==> src/rtl/irq_hub_pkg.sv <==
// Package irq_hub_pkg
// Shared pin-drive style type and the decode of the 2-bit drive field.
// Assumes the field is static while the interrupt is in use.
package irq_hub_pkg;

    typedef enum logic {
        DRV_OPEN_DRAIN = 1'b0,
        DRV_PUSH_PULL  = 1'b1
    } drive_style_t;

    // Map every value of the drive field to a style; the upper bit is reserved.
    function automatic drive_style_t decode_drive(input logic [1:0] cfg);
        drive_style_t style;
        case (cfg)
            2'b00:   style = DRV_OPEN_DRAIN;
            2'b01:   style = DRV_PUSH_PULL;
            2'b10:   style = DRV_OPEN_DRAIN;
            default: style = DRV_PUSH_PULL;
        endcase
        return style;
    endfunction

endpackage

==> src/rtl/irq_stat_reg.sv <==
// Module irq_stat_reg
// One clear-on-read pending register. Event pulses set bits; a clear
// strobe empties the register, but events in the clearing cycle survive.
// Assumes clr_i lasts one cycle per read.
module irq_stat_reg #(
    parameter int W = 8
) (
    input  logic         clk,
    input  logic         rst_n,
    input  logic [W-1:0] evt_i,
    input  logic         clr_i,
    output logic [W-1:0] stat_o
);

    logic [W-1:0] stat_q;

    // Accumulate events; clear on read while keeping same-cycle events.
    always_ff @(posedge clk) begin
        if (!rst_n) begin
            stat_q <= '0;
        end else begin
            stat_q <= (clr_i ? '0 : stat_q) | evt_i;
        end
    end

    assign stat_o = stat_q;

    AST_CLEAR_ON_READ: assert property (@(posedge clk) disable iff (!rst_n)
        (clr_i && evt_i == '0) |=> (stat_o == '0));

    AST_EVENT_KEPT: assert property (@(posedge clk) disable iff (!rst_n)
        (clr_i && evt_i != '0) |=> ((stat_o & $past(evt_i)) == $past(evt_i)));

    AST_HOLD_PENDING: assert property (@(posedge clk) disable iff (!rst_n)
        (!clr_i && evt_i == '0) |=> $stable(stat_o));

endmodule

==> src/rtl/irq_read_mux.sv <==
// Module irq_read_mux
// Decodes the read address: 0 selects the summary, k+1 selects pending
// register k. It issues the clear strobe for a selected register and
// registers the read data. Unmapped addresses return zero and clear nothing.
// Assumes NUM <= W so that the summary fits in one data word.
module irq_read_mux #(
    parameter int NUM = 4,
    parameter int W   = 8,
    parameter int AW  = 4
) (
    input  logic           clk,
    input  logic           rst_n,
    input  logic [NUM*W-1:0] stat_i,
    input  logic           rd_en_i,
    input  logic [AW-1:0]  rd_addr_i,
    output logic [NUM-1:0] clr_o,
    output logic [W-1:0]   rd_data_o
);

    logic [W-1:0] summary;
    logic [W-1:0] sel_data;
    logic [W-1:0] rd_data_q;

    // Build the zero-extended summary: one bit per pending register.
    always_comb begin
        summary = '0;
        for (int k = 0; k < NUM; k++) begin
            summary[k] = |stat_i[k*W +: W];
        end
    end

    // Select the read word and raise the clear for a read register.
    always_comb begin
        sel_data = '0;
        clr_o    = '0;
        if (rd_addr_i == '0) begin
            sel_data = summary;
        end
        for (int k = 0; k < NUM; k++) begin
            if (rd_addr_i == AW'(k + 1)) begin
                sel_data = stat_i[k*W +: W];
                clr_o[k] = rd_en_i;
            end
        end
    end

    // Capture the read word on a strobe; hold it otherwise.
    always_ff @(posedge clk) begin
        if (!rst_n) begin
            rd_data_q <= '0;
        end else if (rd_en_i) begin
            rd_data_q <= sel_data;
        end
    end

    assign rd_data_o = rd_data_q;

    AST_READ_DATA_HOLD: assert property (@(posedge clk) disable iff (!rst_n)
        !rd_en_i |=> $stable(rd_data_o));

    AST_SINGLE_CLEAR: assert property (@(posedge clk) disable iff (!rst_n)
        $onehot0(clr_o));

endmodule

==> src/rtl/irq_pin_drive.sv <==
// Module irq_pin_drive
// Turns the active request into a pin value and an output enable for
// the chosen drive style. The request is shown active low in both styles.
// Assumes the drive field is quasi-static.
module irq_pin_drive
    import irq_hub_pkg::*;
(
    input  logic       clk,
    input  logic       rst_n,
    input  logic       req_i,
    input  logic [1:0] drive_cfg_i,
    output logic       irq_o,
    output logic       irq_oe_o
);

    drive_style_t style;

    // Resolve the style, the pin value and the enable.
    always_comb begin
        style    = decode_drive(drive_cfg_i);
        irq_o    = ~req_i;
        irq_oe_o = (style == DRV_PUSH_PULL) | req_i;
    end

    AST_NO_LOW_UNDRIVEN: assert property (@(posedge clk) disable iff (!rst_n)
        !irq_oe_o |-> irq_o);

endmodule

==> src/rtl/irq_hub.sv <==
// Module irq_hub
// Top of the aggregator. It holds one pending register per event slot,
// the shared read port with its summary word, and the request pin driver.
// Assumes events are single-cycle pulses and enables are static.
module irq_hub #(
    parameter int NUM_REGS = 4,
    parameter int REG_W    = 8,
    parameter int ADDR_W   = 4
) (
    input  logic                      clk,
    input  logic                      rst_n,
    input  logic [NUM_REGS*REG_W-1:0] evt_i,
    input  logic [NUM_REGS*REG_W-1:0] irq_en_i,
    input  logic                      rd_en_i,
    input  logic [ADDR_W-1:0]         rd_addr_i,
    output logic [REG_W-1:0]          rd_data_o,
    input  logic [1:0]                drive_cfg_i,
    output logic                      irq_o,
    output logic                      irq_oe_o
);

    localparam int TOTAL = NUM_REGS * REG_W;

    logic [TOTAL-1:0]    stat_all;
    logic [NUM_REGS-1:0] clr;
    logic                req;

    genvar g;
    generate
        for (g = 0; g < NUM_REGS; g++) begin : g_slot
            irq_stat_reg #(.W(REG_W)) u_stat (
                .clk    (clk),
                .rst_n  (rst_n),
                .evt_i  (evt_i[g*REG_W +: REG_W]),
                .clr_i  (clr[g]),
                .stat_o (stat_all[g*REG_W +: REG_W])
            );
        end
    endgenerate

    irq_read_mux #(.NUM(NUM_REGS), .W(REG_W), .AW(ADDR_W)) u_rd (
        .clk       (clk),
        .rst_n     (rst_n),
        .stat_i    (stat_all),
        .rd_en_i   (rd_en_i),
        .rd_addr_i (rd_addr_i),
        .clr_o     (clr),
        .rd_data_o (rd_data_o)
    );

    // Combine the enabled pending bits into one request.
    always_comb begin
        req = |(stat_all & irq_en_i);
    end

    irq_pin_drive u_pin (
        .clk         (clk),
        .rst_n       (rst_n),
        .req_i       (req),
        .drive_cfg_i (drive_cfg_i),
        .irq_o       (irq_o),
        .irq_oe_o    (irq_oe_o)
    );

    AST_SUMMARY_NO_CLEAR: assert property (@(posedge clk) disable iff (!rst_n)
        (rd_en_i && rd_addr_i == '0 && evt_i == '0) |=> $stable(stat_all));

    AST_RELEASE_AFTER_CLEAR: assert property (@(posedge clk) disable iff (!rst_n)
        (evt_i == '0 && (stat_all & irq_en_i & ~{TOTAL{1'b0}}) != '0 && $stable(irq_en_i)
         && ((stat_all & irq_en_i) & ~({REG_W{1'b1}} << 0)) == '0 && clr[0]) |=> irq_o);

endmodule

==> config.mk <==
export PLATFORM = sky130hd
export DESIGN_NAME = irq_hub
export DESIGN_NICKNAME = d
export VERILOG_FILES = /design/src/rtl/irq_hub_pkg.sv /design/src/rtl/irq_stat_reg.sv /design/src/rtl/irq_read_mux.sv /design/src/rtl/irq_pin_drive.sv /design/src/rtl/irq_hub.sv
export SDC_FILE = /design/constraint.sdc
export NUM_CORES = 1
export LEC_CHECK = 0
export BUFFER_PORTS_ARGS = -buffer_cell sky130_fd_sc_hd__buf_4
export CAP_MARGIN = 20
export CELL_PAD_IN_SITES_DETAIL_PLACEMENT = 0
export CELL_PAD_IN_SITES_GLOBAL_PLACEMENT = 1
export CORE_MARGIN = 2
export CORE_UTILIZATION = 31
export DETAILED_ROUTE_END_ITERATION = 12
export PLACE_DENSITY = 0.81
export SKIP_CTS_REPAIR_TIMING = 1
export SKIP_LAST_GASP = 1
export SLEW_MARGIN = 20
export SYNTH_ARGS = -nofsm -noshare
export SYNTH_HDL_FRONTEND = slang
export SYNTH_SLANG_ARGS = --single-unit
==> constraint.sdc <==
create_clock -name clk -period 1.5 [get_ports clk]
set_input_delay 0.075 -clock clk [delete_from_list [all_inputs] [get_ports clk]]
set_output_delay 0.075 -clock clk [all_outputs]
set_load 0.05 [all_outputs]
==> metrics.cfg <==
[run_status]
outcome = complete, but fails checks
violations = setup timing

[pwr]
p_sw_frac = 0.277
share_comb_of_total_power = 0.219
p_int_uw = 1810
power.density_nw_per_um2 = 859
power_switching_uw = 694
seqPwrFrac = 0.484
peakVddDrop_mv = 0.368
pwr-share-clk = 0.297
leakagePower_uw = 0.00123

[logic_synthesis]
synth_cell_type_count = 36
syn_area_sq_um = 1990
synth.ff_latch_count = 40
yosysTopAreaCell = dfxtp_1
avgSynthCellArea_sq_um = 8.90
syn_inst = 223
synth.top_cell.area_share = 0.403
ys_top_cells_by_area = dfxtp_1 40%, a21oi_1 10%, nor2b_1 10%
yosysSeqAreaShare = 0.403
synth_nets = 296
yosys_warnings = 0

[route]
ant_nets = 0
firstDrtPassIters = 4
vias = 2065
drc = 0
dr_wl_met2_microns = 3090
met1Wirelength_microns = 2930
top_layer = met4
drt_iter0_markers = 171
wl_per_cell_microns = 16.5
wl_microns = 6540
vias_per_cell = 5.21
wl_met3_microns = 424

[worst_setup_path]
crit_type = reg2out
endpoint_kind = output pin
path_max_fanout = 2
worstPathArrival_ps = 1660
worstPathRequired_ps = 1420
critPathLaunchType = flip-flop

[floorplan]
initial_utilization = 0.316
die_y_microns = 84.0
core_area_sq_um = 6280
ios = 83
dieArea_sq_um = 7060
die_width_microns = 84.0
row_count = 29

[timing]
rsz0062_at_grt = yes
fin_setup_tns_ps = -435
post-route-period-util = 1.16
maxSlewViolCount = 0
slew_headroom = 0.748
worst_pin_slew_ps = 379
hold_violations = 0
finalSetupViolCount = 2
fmax_mhz = 577
layout_setup_ws_ps = -233
period_needed_ps = 1730
finClkSkew_ps = 3.00

[clocking]
cts_tree = built
cts.reportedPaths.clkPinSlew_ps = 70
cts_inserted_buffers = 5
worstSkewPairLatency_ps = 290
cts_root_buf = clkbuf_8
clock_path_buffers = 2
htreeDepth = 2
cts.sinks = 40

[finish]
layout_commonest_cell = buf_4
fin_util = 0.464
area_delta_synth_final_pct = 46.6
fill_cells = 648
n_antenna_cell = 0
final_cell_mix = 97 x buf_4, 41 x a21oi_1, 40 x dfxtp_1, 32 x nor2b_1, 15 x nor2_1
finalNetCount = 391
layout.cells.non_filler = 396
drive_gt1_frac = 0.382

[global_routing]
overflow = 0
grt_usage = 0.187
grt_max_degree = 24
antenna_found_initial = 0
grt_pass1_wl_microns = 10300
grt_pass1_vias = 2030

[placement]
place.gp.congestion = 0.826
hpwlAfterDp_microns = 5060
portBuffers = 81
post-place-cells = 388

[job]
maxCapViolations = 0

[min_path]
hp-class = in2reg

==> power by group through the flow <==
stage / logic (uW) / registers [uW] / clock network, uW
finish: 549 / 1210 / 742
global route: 596 / 1220 / 795
CTS: 536 / 1210 / 750
detailed placement: 533 / 1230 / 0
global placement: 529 / 1230 / 0
floorplan: 218 / 1250 / 0
==> worst max-delay path, stage by stage, from the launching register on <==
cell and delay, ps:
dfxtp_1 320, a22o_1 210, a221oi_2 260, and4_4 290
and2_4 150, buf_8 140
==> through the flow <==
stage | area [sq um] | hold WS [ps] | setup slack, ps | total power, uW
finish | 2910 | 4.49 | -233 | 2500
global route | 2910 | 3.45 | -274 | 2610
CTS | 2860 | 5.94 | -356 | 2490
detailed placement | 2770 | 310 | -21.6 | 1760
global placement | 2770 | 300 | -3.41 | 1760
floorplan | 1990 | 214 | 55.5 | 1470
==> state kept, by name (all words and copies together) (netlist names) <==
| register | flops |
|---|---|
| g_slot.u_stat.stat_o | 32 |
| u_rd.rd_data_o | 8 |
==> per-layer routing <==
metal	vias up	global-route usage
met5	-	0
met4	0	0.0601
met3	9	0.0406
met2	76	0.299
met1	949	0.249
li1	1031	-
==> final cells by class <==
| type | instances | area (sq um) | share of cell area |
|---|---|---|---|
| clock buffers | 8 | 90.1 | 0.0309 |
| inverters | 2 | 7.51 | 0.00258 |
| multi-input cells | 170 | 1160 | 0.399 |
| flip-flops and latches | 40 | 801 | 0.275 |
| well taps | 77 | 96.3 | 0.0331 |
| repair buffers | 99 | 754 | 0.259 |
==> kinds of logic (layout without fill, tap and decap cells) <==
logic type | Yosys count | after routing | share of synthesized area
AND/OR/NAND/NOR | 90 | 90 | 0.293
AO/OA/AOI/OAI | 80 | 80 | 0.271
flip-flops | 40 | 40 | 0.403
buffers and inverters | 13 | 109 | 0.0328
==> cell usage after synthesis <==
master,number
a222oi_1,3
buf_6,1
a22oi_1,8
inv_1,2
and4_1,1
nor4b_4,1
a21oi_1,41
buf_2,4
a221oi_1,5
clkbuf_1,5
nand3b_1,8
a21bo_2,1
nor2_1,15
or4_1,1
o31ai_1,4
nand2_1,13
dfxtp_1,40
o21ai_0,1
nand4b_1,1
nand3_1,1
o221ai_1,4
o41ai_1,1
and2_1,1
o211ai_2,3
nand4_1,2
a22o_1,4
nor2b_1,32
nor4_1,6
buf_4,1
or3b_4,1
and4bb_1,1
nor4b_2,1
o21a_1,5
nand4bb_1,3
nor4_4,1
nor3b_2,1
==> worst paths after layout <==
kind                               from                    endpoint  slack [ps]  depth (start not counted)
max          g_slot[1].u_stat.stat_o[1]                       irq_o        -230                          5
min                           evt_i[28]  g_slot[3].u_stat.stat_o[4]           4                          3
max reg2reg  g_slot[0].u_stat.stat_o[3]           u_rd.rd_data_o[0]          30                          4
min reg2reg           u_rd.rd_data_o[3]           u_rd.rd_data_o[3]         510                          2
Power figures use the tool's default switching activity.
